<file path="src/rtl/spd_pkg.sv">
package spd_pkg;

  typedef enum logic [3:0] {
    ST_OFF,
    ST_ON,
    ST_DN_HOLD,
    ST_DN_CLAMP,
    ST_DN_CUT,
    ST_UP_CORE,
    ST_UP_WAIT,
    ST_UP_SETTLE,
    ST_UP_UNCLAMP
  } spd_state_e;

  typedef struct packed {
    logic core_rel;
    logic dom_rel;
    logic clamp;
    logic pwr;
  } spd_drive_t;

  function automatic int unsigned spd_cnt_bits(input int unsigned span);
    return (span < 2) ? 1 : $clog2(span);
  endfunction

  function automatic int unsigned spd_max(input int unsigned a, input int unsigned b);
    return (a > b) ? a : b;
  endfunction

  function automatic logic spd_is_idle(input spd_state_e s);
    return (s == ST_OFF) || (s == ST_ON);
  endfunction

  // Pin levels for each step; core_held selects the variant that keeps the core in reset.
  function automatic spd_drive_t spd_drive_of(input spd_state_e s, input logic core_held);
    spd_drive_t d;
    d = '{core_rel: 1'b1, dom_rel: 1'b0, clamp: 1'b1, pwr: 1'b0};
    case (s)
      ST_ON:         d = '{core_rel: 1'b1,       dom_rel: 1'b1, clamp: 1'b0, pwr: 1'b1};
      ST_DN_HOLD:    d = '{core_rel: !core_held, dom_rel: 1'b0, clamp: 1'b0, pwr: 1'b1};
      ST_DN_CLAMP:   d = '{core_rel: !core_held, dom_rel: 1'b0, clamp: 1'b1, pwr: 1'b1};
      ST_DN_CUT:     d = '{core_rel: !core_held, dom_rel: 1'b0, clamp: 1'b1, pwr: 1'b0};
      ST_UP_CORE:    d = '{core_rel: 1'b0,       dom_rel: 1'b0, clamp: 1'b1, pwr: 1'b0};
      ST_UP_WAIT:    d = '{core_rel: !core_held, dom_rel: 1'b0, clamp: 1'b1, pwr: 1'b1};
      ST_UP_SETTLE:  d = '{core_rel: 1'b1,       dom_rel: 1'b1, clamp: 1'b1, pwr: 1'b1};
      ST_UP_UNCLAMP: d = '{core_rel: 1'b0,       dom_rel: 1'b0, clamp: 1'b0, pwr: 1'b1};
      default:       d = '{core_rel: 1'b1,       dom_rel: 1'b0, clamp: 1'b1, pwr: 1'b0};
    endcase
    return d;
  endfunction

endpackage

</file>
<file path="src/rtl/spd_countdown.sv">
module spd_countdown #(
  parameter int unsigned W = 4
) (
  input  logic         clk,
  input  logic         rst_n,
  input  logic         load,
  input  logic [W-1:0] load_val,
  input  logic         dec,
  output logic         zero
);

  logic [W-1:0] cnt_q;

  always_ff @(posedge clk or negedge rst_n) begin
    if (!rst_n) begin
      cnt_q <= '0;
    end else if (load) begin
      cnt_q <= load_val;
    end else if (dec && (cnt_q != '0)) begin
      cnt_q <= cnt_q - 1'b1;
    end
  end

  assign zero = (cnt_q == '0);

endmodule

</file>
<file path="src/rtl/spd_req_gate.sv">
module spd_req_gate
  import spd_pkg::*;
(
  input  logic       req_up,
  input  logic       req_down,
  input  spd_state_e st_q,
  output logic       acc_up,
  output logic       acc_dn,
  output logic       proto_err
);

  logic both_req;
  logic any_req;
  logic seq_running;

  assign both_req    = req_up && req_down;
  assign any_req     = req_up || req_down;
  assign seq_running = !spd_is_idle(st_q);

  assign acc_up    = req_up   && !req_down && (st_q == ST_OFF);
  assign acc_dn    = req_down && !req_up   && (st_q == ST_ON);
  assign proto_err = both_req || (any_req && seq_running);

endmodule

</file>
<file path="src/rtl/spd_fsm.sv">
module spd_fsm
  import spd_pkg::*;
(
  input  logic       clk,
  input  logic       rst_n,
  input  logic       acc_up,
  input  logic       acc_dn,
  input  logic       mode_in,
  input  logic       pwr_good,
  input  logic       seq_zero,
  input  logic       pg_zero,
  output spd_state_e st_q,
  output spd_state_e st_d,
  output logic       held_d,
  output logic       seq_ld_hold,
  output logic       seq_ld_settle,
  output logic       seq_dec,
  output logic       pg_load,
  output logic       pg_dec,
  output logic       timeout_evt,
  output logic       finish_evt
);

  logic held_q;

  assign held_d = (acc_up || acc_dn) ? mode_in : held_q;

  always_comb begin
    st_d = st_q;
    case (st_q)
      ST_OFF:        if (acc_up) st_d = mode_in ? ST_UP_CORE : ST_UP_WAIT;
      ST_ON:         if (acc_dn) st_d = ST_DN_HOLD;
      ST_DN_HOLD:    if (seq_zero) st_d = ST_DN_CLAMP;
      ST_DN_CLAMP:   st_d = ST_DN_CUT;
      ST_DN_CUT:     st_d = ST_OFF;
      ST_UP_CORE:    st_d = ST_UP_WAIT;
      ST_UP_WAIT: begin
        if (pwr_good)     st_d = held_q ? ST_UP_UNCLAMP : ST_UP_SETTLE;
        else if (pg_zero) st_d = ST_OFF;
      end
      ST_UP_SETTLE:  if (seq_zero) st_d = ST_ON;
      ST_UP_UNCLAMP: st_d = ST_ON;
      default:       st_d = ST_OFF;
    endcase
  end

  always_ff @(posedge clk or negedge rst_n) begin
    if (!rst_n) begin
      st_q   <= ST_OFF;
      held_q <= 1'b0;
    end else begin
      st_q   <= st_d;
      held_q <= held_d;
    end
  end

  assign seq_ld_hold   = acc_dn;
  assign seq_ld_settle = (st_q == ST_UP_WAIT) && pwr_good && !held_q;
  assign seq_dec       = (st_q == ST_DN_HOLD) || (st_q == ST_UP_SETTLE);
  assign pg_load       = (st_d == ST_UP_WAIT) && (st_q != ST_UP_WAIT);
  assign pg_dec        = (st_q == ST_UP_WAIT);
  assign timeout_evt   = (st_q == ST_UP_WAIT) && !pwr_good && pg_zero;
  assign finish_evt    = !spd_is_idle(st_q) && spd_is_idle(st_d) && !timeout_evt;

  // A missing acknowledge ends the wait in the off state.
  assert_timeout_off_R7: assert property (@(posedge clk) disable iff (!rst_n)
    timeout_evt |=> (st_q == ST_OFF));

  // Requests are accepted only from a settled state.
  assert_accept_idle_R8: assert property (@(posedge clk) disable iff (!rst_n)
    (acc_up || acc_dn) |=> !spd_is_idle(st_q));

endmodule

</file>
<file path="src/rtl/simd_pwr_seq.sv">
module simd_pwr_seq
  import spd_pkg::*;
#(
  parameter int unsigned RST_HOLD_CYC   = 8,
  parameter int unsigned SETTLE_CYC     = 20,
  parameter int unsigned PG_TIMEOUT_CYC = 64
) (
  input  logic clk,
  input  logic rst_n,
  input  logic req_up,
  input  logic req_down,
  input  logic in_reset_mode,
  input  logic pwr_good,
  output logic core_rst_n,
  output logic dom_rst_n,
  output logic clamp_en,
  output logic pwr_en,
  output logic busy,
  output logic done,
  output logic err
);

  localparam int unsigned SEQ_SPAN = spd_max(RST_HOLD_CYC, SETTLE_CYC);
  localparam int unsigned SEQ_W    = spd_cnt_bits(SEQ_SPAN);
  localparam int unsigned PG_W     = spd_cnt_bits(PG_TIMEOUT_CYC);
  localparam logic [SEQ_W-1:0] HOLD_LD   = SEQ_W'(RST_HOLD_CYC - 1);
  localparam logic [SEQ_W-1:0] SETTLE_LD = SEQ_W'(SETTLE_CYC - 1);
  localparam logic [PG_W-1:0]  PG_LD     = PG_W'(PG_TIMEOUT_CYC - 1);
  localparam int unsigned MON_W = 16;
  localparam spd_drive_t OFF_DRIVE = '{core_rel: 1'b1, dom_rel: 1'b0, clamp: 1'b1, pwr: 1'b0};

  spd_state_e st_q, st_d;
  logic acc_up, acc_dn, proto_err;
  logic held_d;
  logic seq_ld_hold, seq_ld_settle, seq_dec, seq_zero;
  logic pg_load, pg_dec, pg_zero;
  logic timeout_evt, finish_evt;
  logic seq_load;
  logic [SEQ_W-1:0] seq_val;

  spd_req_gate u_gate (
    .req_up    (req_up),
    .req_down  (req_down),
    .st_q      (st_q),
    .acc_up    (acc_up),
    .acc_dn    (acc_dn),
    .proto_err (proto_err)
  );

  spd_fsm u_fsm (
    .clk           (clk),
    .rst_n         (rst_n),
    .acc_up        (acc_up),
    .acc_dn        (acc_dn),
    .mode_in       (in_reset_mode),
    .pwr_good      (pwr_good),
    .seq_zero      (seq_zero),
    .pg_zero       (pg_zero),
    .st_q          (st_q),
    .st_d          (st_d),
    .held_d        (held_d),
    .seq_ld_hold   (seq_ld_hold),
    .seq_ld_settle (seq_ld_settle),
    .seq_dec       (seq_dec),
    .pg_load       (pg_load),
    .pg_dec        (pg_dec),
    .timeout_evt   (timeout_evt),
    .finish_evt    (finish_evt)
  );

  assign seq_load = seq_ld_hold || seq_ld_settle;
  assign seq_val  = seq_ld_hold ? HOLD_LD : SETTLE_LD;

  spd_countdown #(.W(SEQ_W)) u_seq_cnt (
    .clk      (clk),
    .rst_n    (rst_n),
    .load     (seq_load),
    .load_val (seq_val),
    .dec      (seq_dec),
    .zero     (seq_zero)
  );

  spd_countdown #(.W(PG_W)) u_pg_cnt (
    .clk      (clk),
    .rst_n    (rst_n),
    .load     (pg_load),
    .load_val (PG_LD),
    .dec      (pg_dec),
    .zero     (pg_zero)
  );

  spd_drive_t drive_q;
  logic busy_q, done_q, err_q;

  always_ff @(posedge clk or negedge rst_n) begin
    if (!rst_n) begin
      drive_q <= OFF_DRIVE;
      busy_q  <= 1'b0;
      done_q  <= 1'b0;
      err_q   <= 1'b0;
    end else begin
      drive_q <= spd_drive_of(st_d, held_d);
      busy_q  <= !spd_is_idle(st_d);
      done_q  <= finish_evt;
      if (acc_up || acc_dn)             err_q <= 1'b0;
      else if (proto_err || timeout_evt) err_q <= 1'b1;
    end
  end

  assign core_rst_n = drive_q.core_rel;
  assign dom_rst_n  = drive_q.dom_rel;
  assign clamp_en   = drive_q.clamp;
  assign pwr_en     = drive_q.pwr;
  assign busy       = busy_q;
  assign done       = done_q;
  assign err        = err_q;

  // Pin-level run-length monitors feeding the ordering checks.
  logic [MON_W-1:0] hold_run, rel_run;

  always_ff @(posedge clk or negedge rst_n) begin
    if (!rst_n) begin
      hold_run <= '0;
      rel_run  <= '0;
    end else begin
      if (dom_rst_n)             hold_run <= '0;
      else if (hold_run != '1)   hold_run <= hold_run + 1'b1;
      if (!dom_rst_n)            rel_run  <= '0;
      else if (rel_run != '1)    rel_run  <= rel_run + 1'b1;
    end
  end

  assert_unpowered_reset_R6: assert property (@(posedge clk) disable iff (!rst_n)
    !pwr_en |-> !dom_rst_n);

  assert_unpowered_clamp_R6: assert property (@(posedge clk) disable iff (!rst_n)
    !pwr_en |-> clamp_en);

  assert_hold_before_clamp_R2: assert property (@(posedge clk) disable iff (!rst_n)
    $rose(clamp_en) |-> (32'(hold_run) >= RST_HOLD_CYC));

  assert_clamp_before_cut_R2: assert property (@(posedge clk) disable iff (!rst_n)
    $fell(pwr_en) |-> $past(clamp_en));

  assert_settle_before_unclamp_R4: assert property (@(posedge clk) disable iff (!rst_n)
    $fell(clamp_en) |-> (!dom_rst_n || (32'(rel_run) >= SETTLE_CYC)));

  assert_core_release_R3: assert property (@(posedge clk) disable iff (!rst_n)
    ($rose(core_rst_n) && !dom_rst_n) |-> !pwr_en);

  assert_busy_request_err_R8: assert property (@(posedge clk) disable iff (!rst_n)
    (busy && (req_up || req_down)) |=> err);

  assert_done_pulse_R9: assert property (@(posedge clk) disable iff (!rst_n)
    done |=> !done);

  assert_done_idle_R10: assert property (@(posedge clk) disable iff (!rst_n)
    done |-> !busy);

endmodule

</file>
<file path="config.mk">
export PLATFORM = sky130hd
export DESIGN_NAME = simd_pwr_seq
export DESIGN_NICKNAME = d
export VERILOG_FILES = /design/src/rtl/spd_pkg.sv /design/src/rtl/spd_countdown.sv /design/src/rtl/spd_req_gate.sv /design/src/rtl/spd_fsm.sv /design/src/rtl/simd_pwr_seq.sv
export SDC_FILE = /design/constraint.sdc
export NUM_CORES = 1
export LEC_CHECK = 0
export ABC_AREA = 1
export BUFFER_PORTS_ARGS = -buffer_cell sky130_fd_sc_hd__buf_2
export CELL_PAD_IN_SITES_DETAIL_PLACEMENT = 1
export CELL_PAD_IN_SITES_GLOBAL_PLACEMENT = 1
export CORE_MARGIN = 2
export CORE_UTILIZATION = 45
export CTS_CLUSTER_SIZE = 12
export DETAILED_ROUTE_END_ITERATION = 10
export PLACE_DENSITY_LB_ADDON = 0.12
export SYNTH_ARGS = -nofsm -noshare
export SYNTH_HDL_FRONTEND = slang
export SYNTH_SLANG_ARGS = --single-unit
export TNS_END_PERCENT = 10
</file>
<file path="constraint.sdc">
create_clock -name clk -period 5 [get_ports clk]
set_clock_uncertainty 0.05 [all_clocks]
set_input_delay 0 -clock clk [delete_from_list [all_inputs] [get_ports clk]]
set_output_delay 0 -clock clk [all_outputs]
set_load 0.02 [all_outputs]
</file>
# Word level (Yosys, flattened, before mapping)
# Index checks and enable logic that the tools add are counted.
# totals
register_bits,23
latchBits,0
mem_bits_rw,0
romBits,0
out_inout_bits,7
wordCells,88
memories,0
# classes
addsub,2
mul,0
n_div,0
n_lt_le_gt_ge,0
n_eq_ne,16
shift,0
mux,18
bitwise,0
n_reduce_logical,41
# ops
cell,count
4-bit case mux with 8 select lines,1
"4-bit by 3-bit == test with 1-bit output, second input constant",7
4-bit 2-to-1 mux,7
4-bit case mux with 7 select lines,1
"4-bit by 2-bit == test with 1-bit output, second input constant",4
1-bit logical AND,15
5-bit 2-to-1 mux,3
6-bit 2-to-1 mux,2
"4-bit by 1-bit == test with 1-bit output, second input constant",2
"4-bit == test, second input constant",2
1-bit zero test,8
4-bit zero test,2
1-bit logical OR,8
6-bit zero test,1
2-bit nonzero test,3
6-bit nonzero test,1
"6-bit by 1-bit subtractor with 6-bit output, second input constant",1
5-bit zero test,1
5-bit nonzero test,1
"5-bit by 1-bit subtractor with 5-bit output, second input constant",1
"4-bit by 3-bit != test with 1-bit output, second input constant",1
1-bit 2-to-1 mux,3
2-bit 2-to-1 mux,1
2-bit OR reduction,1

# Depth between registers and ports, before layout
# depth
word_depth,9
ltp_mapped,14

# Hierarchy
# Synthesis repeated with hierarchy kept, for this count alone.
# hier_totals
cells_unflattened,239
hier_area_um2,1627.8
# by_module_without_submodules
mod,n_inst,cells_each,area_per_inst_um2,seq_area_each_um2
spd_fsm,1,78,449.2,125.1
spd_countdown at u_pg_cnt,1,55,425.4,150.1
simd_pwr_seq,1,47,364.1,177.7
spd_countdown at u_seq_cnt,1,46,335.3,125.1
spd_req_gate,1,13,53.8,0.0

# Least setup slack after synthesis
# Ideal clock, no wire load.
# synth_path
kind,reg2reg
startpoint,register u_seq_cnt.cnt_q[0]
endpoint,register drive_q (netlist bit core_rst_n)
setup_ps,64
arrival_ps,1510
required_time_ps,4886
slack_ps,3376
path_stages_with_launch,15
n_path_buf,0
cell_sequence,dfrtp_1 > inv_1 > ha_1 > inv_1 > nor2_1 > nand2_1 > nand2_2 > nand2_2 > inv_4 > nand3_4 > nor2_4 > nand3_1 > nand3_1 > nand2_1 > nand3_1
# synth_via
elab_chain_len,6
# synth_lines
item,line,source
"start, declared",spd_countdown.sv:12,logic [W-1:0] cnt_q;
"start signal, assigned",spd_countdown.sv:18,cnt_q <= load_val;
"start signal, assigned",spd_countdown.sv:20,cnt_q <= cnt_q - 1'b1;
5-bit zero test *,spd_countdown.sv:24,assign zero = (cnt_q == '0);
4-bit 2-to-1 mux (on tied branches),"spd_fsm.sv:41, spd_fsm.sv:33",
4-bit case mux with 8 select lines *,spd_fsm.sv:30,case (st_q)
via st_d[2],simd_pwr_seq.sv:32,"spd_state_e st_q, st_d;"
4-bit by 2-bit == test with 1-bit output or 4-bit by 3-bit == test with 1-bit output (tied branches),spd_pkg.sv:38,case (s)
2-bit OR reduction (no line),--,
4-bit case mux with 7 select lines *,spd_pkg.sv:38,
"end signal, assigned",simd_pwr_seq.sv:102,"drive_q <= spd_drive_of(st_d, held_d);"
"end, declared",simd_pwr_seq.sv:92,spd_drive_t drive_q;
# Mark *: on every way through the listed nets, which the timed path passes. The rest lies on a longest branch.
# A chain may end at the register's enable or synchronous reset.

# Worst setup path in the final report
# layout_path
startpoint,register u_fsm.st_q[2]
endpoint,register err_q (netlist: err)
# layout_via
elab_chain_len,7
# layout_lines
item,line,source
"start, declared",spd_fsm.sv:12,"output spd_state_e st_q,"
"start signal, assigned",spd_fsm.sv:52,st_q <= st_d;
4-bit by 1-bit == test with 1-bit output or 4-bit zero test (tied branches),"spd_pkg.sv:31, spd_req_gate.sv:21, spd_req_gate.sv:20",
1-bit logical OR,spd_pkg.sv:31,return (s == ST_OFF) || (s == ST_ON);
1-bit zero test,spd_req_gate.sv:18,assign seq_running = !spd_is_idle(st_q);
1-bit logical AND,spd_req_gate.sv:22,assign proto_err = both_req || (any_req && seq_running);
1-bit logical OR,spd_req_gate.sv:22,
1-bit logical OR,simd_pwr_seq.sv:106,else if (proto_err || timeout_evt) err_q <= 1'b1;
2-bit nonzero test (no line),--,
"end signal, assigned",simd_pwr_seq.sv:100,err_q <= 1'b0;
"end signal, assigned",simd_pwr_seq.sv:105,if (acc_up || acc_dn) err_q <= 1'b0;
"end signal, assigned",simd_pwr_seq.sv:106,
"end, declared",simd_pwr_seq.sv:93,"logic busy_q, done_q, err_q;"
# Several ways; a longest one is shown, not always the timed one.

==> results.md <==
- Synth top area share: 37.94%
- Antenna violations before repair: 0
- Hold WC Path Type: in2reg
- Chip height: 59.48 um
- IO buf count: 12
- Final Critical Period: 2.187 ns
- Synth cell types: 32
- Number of synthesized flops with an enable pin: 0
- Final setup violation count: 0
- Sequential Area: 578.1 um2
- Seq cells post-synth: 23
- Syn-to-layout area delta: 12.10%
- Vias/cell: 5.295
- Clock Path Buffers: 2
- Drt wl/cell: 15.18 um
- Final Cycle Share: 43.75%
- RSZ-0062 raised after global routing: no
- Post-synth top area cell: dfrtp_1
- Max-slew violation count: 0
- CTS clk-pin slew, worst paths: 0.13 ns
- Crit Reg-Reg Startpoint: u_fsm.st_q[2]$_DFF_PN0_
- Syn Area/Cell: 8.294 um2
- Final number of hold-violating endpoints: 0
- Cell count after synthesis: 167
- Later-pin clock latency in the skew report: 0.32 ns
- Post-cts resize count: 0
- Lkg Pwr: 0.7712 nW
- Vias post-DR: 1165
- Row cnt: 20
- Register area share after synthesis: 41.73%
- First-pass GRT wire length: 5388 um
- Initial Util: 46.51%
- Least-Margin Pin Slew: 0.5288 ns
- GPL Wtd Cong: 0.8184
- Relative slew slack: 64.74%
- Critical Path Start Type: register
- Crit end category: register
- Die W: 59.48 um
- Mapped cell area: 0.001385 mm2
- Status: completed
- Placed cell count: 212
- Setup CP Type: reg2reg
- Fmax: 457.2 MHz
- Total track usage: 20.76%
- Area of the multi-input gates: 710.7 um2
- PD cells: 564.6 mW/mm2
- Top_reg_cell synth: dfrtp_1
- Postcts setup bufs: 0
- Final #Nets: 198
- CTS H-tree lvls: 1
- Synth warn: 0
- CTS buffer count: 3
- Post-Route Setup TNS: 0 ns
- Max-cap violations: 0
- Hold path startpoint: in_reset_mode
- Drt pass-1 iters: 4
- Net Count, Synth: 177
- I/O pin total: 13
- Critical Path RT: 5.21 ns
- Peak supply drop: 0.2383 mV
- Synth area leaders: dfrtp_1 (38%), nand2_1 (10%), nand3_1 (6.1%)
- # clock sinks: 23
- GRT overflow: 0
- Core area: 0.002978 mm2
- Largest net degree at the start of global routing: 24
- Critical Path AT: 2.40 ns
- CTS tree: yes
- Crit. Startpoint: u_fsm.st_q[2]$_DFF_PN0_
- Die area: 0.003538 mm2
- Vias in the first global route: 1227
- DRT Wirelength: 3340 um
- Clock root buffer: clkbuf_4
- Share of cells above drive strength 1: 26.74%
- DRC Markers: 0
- Critical path fanouts, max: 3
- Initial drt markers: 27
- Fillcell total: 372
- Ys async rst share: 100.0%
- Antenna diode count: 0
- Detailed placer's ending HPWL: 2672 um
- Layout Cells excl Fill: 220
- Post-route antenna net violation count: 0
-- flip-flops by register name (all words and copies together), names as in the netlist --
register / cells
busy: 1
u_fsm.held_q: 1
dom_rst_n: 1
pwr_en: 1
u_pg_cnt.cnt_q: 6
err: 1
core_rst_n: 1
done: 1
u_fsm.st_q: 4
u_seq_cnt.cnt_q: 5
clamp_en: 1
-- worst max-delay path, stage by stage, from the launching register on --
cell and delay [ns]:
dfrtp_1 0.46, inv_1 0.09, nor2_2 0.16, nand2_2 0.12, nor3_1 0.45, a2111oi_0 0.13
dlygate4sd3_1 0.59, nor2_1 0.08
-- power breakdown --
group          switching [mW]  internal [mW]
combinational           0.310          0.161
sequential             0.0519          0.264
clock                  0.0584         0.0312
-- cell families (layout without fill, tap and decap cells) --
logic type,count (synthesis),after routing,share of synthesized area [%]
AND/OR/NAND/NOR,97,97,37.40
buffers and inverters,25,45,6.956
flip-flops,23,23,41.73
AO/OA/AOI/OAI,15,15,8.401
adder cells (fa/ha/maj),4,4,3.614
XOR/XNOR,3,3,1.897
-- path summary, 6_finish.rpt --
path	cells after the start	slack (ns)	end
max in group asynchronous	2	4.41	clamp_en$_DFF_PN1_
max	7	2.81	err$_DFFE_PN0P_
min in group asynchronous	2	0.12	u_seq_cnt.cnt_q[4]$_DFFE_PN0P_
min	5	0.01	u_fsm.held_q$_DFF_PN0_
max reg2reg	7	2.81	err$_DFFE_PN0P_
min reg2reg	1	0.44	u_seq_cnt.cnt_q[3]$_DFFE_PN0P_
-- metal layers --
metal | share of wire, % | GRT usage [%]
met2 | 50 | 35.79
met5 | 0 | 0
met4 | 0.72 | 8.117
met3 | 2.2 | 2.620
met1 | 47 | 26.17
-- Yosys cell counts, drive strengths merged, types with 2 or more instances --
cell,instances
nand3,20
dfrtp,21
nand2,43
or2,3
a21oi,2
nand4,4
nor3,3
o21ai,6
ha,4
a211oi,2
nor2,22
xnor2,2
dfstp,2
o211ai,2
inv,25
-- through the flow --
step	worst slack (ns)	utilization, %	hold slack, ns	power, mW	cell area (um2)
2_1_floorplan	3.376	-	-0.3456	0.6601	1385
6_report	2.813	52.14	0.01469	0.8767	1553
3_5_place_dp	3.133	49.92	-0.03939	0.7904	1486
5_1_grt	2.724	52.14	0.05793	0.9505	1553
3_3_place_gp	3.197	49.92	-0.04150	0.7636	1486
4_1_cts	2.882	52.14	0.009411	0.8881	1553
-- layout make-up --
| class | instances | area share (%) |
|---|---|---|
| clock buffer | 4 | 1.692 |
| inverter | 25 | 6.205 |
| multi-input combinational | 119 | 45.77 |
| sequential | 23 | 37.23 |
| tap | 33 | 2.659 |
| timing repair buffer | 16 | 6.446 |
-- timing repair --
item                                   CTS  global route
endpoints found under the hold margin   25             0
hold buffers                             4             0
setup endpoints to repair                0             0
-- cells in the final DEF, fill, tap and decap left out, types with 2 or more instances in the layout --
cell | netlist | layout
dfrtp_1 | 21 | 21
o211ai_1 | 2 | 2
xnor2_1 | 2 | 2
inv_2 | 4 | 4
o21ai_0 | 4 | 4
nand2_1 | 38 | 38
nand3_2 | 2 | 2
nand3_1 | 17 | 17
nor2_1 | 11 | 11
nor3_1 | 3 | 3
nor2_2 | 7 | 7
clkbuf_4 | 0 | 3
a21oi_1 | 2 | 2
or2_2 | 3 | 3
nand4_1 | 2 | 2
dlygate4sd3_1 | 0 | 4
buf_2 | 0 | 12
dfstp_2 | 2 | 2
nand2_2 | 5 | 5
nor2_4 | 4 | 4
inv_1 | 20 | 20
nand4_2 | 2 | 2
ha_1 | 4 | 4
(Power assumes the default switching activity.)
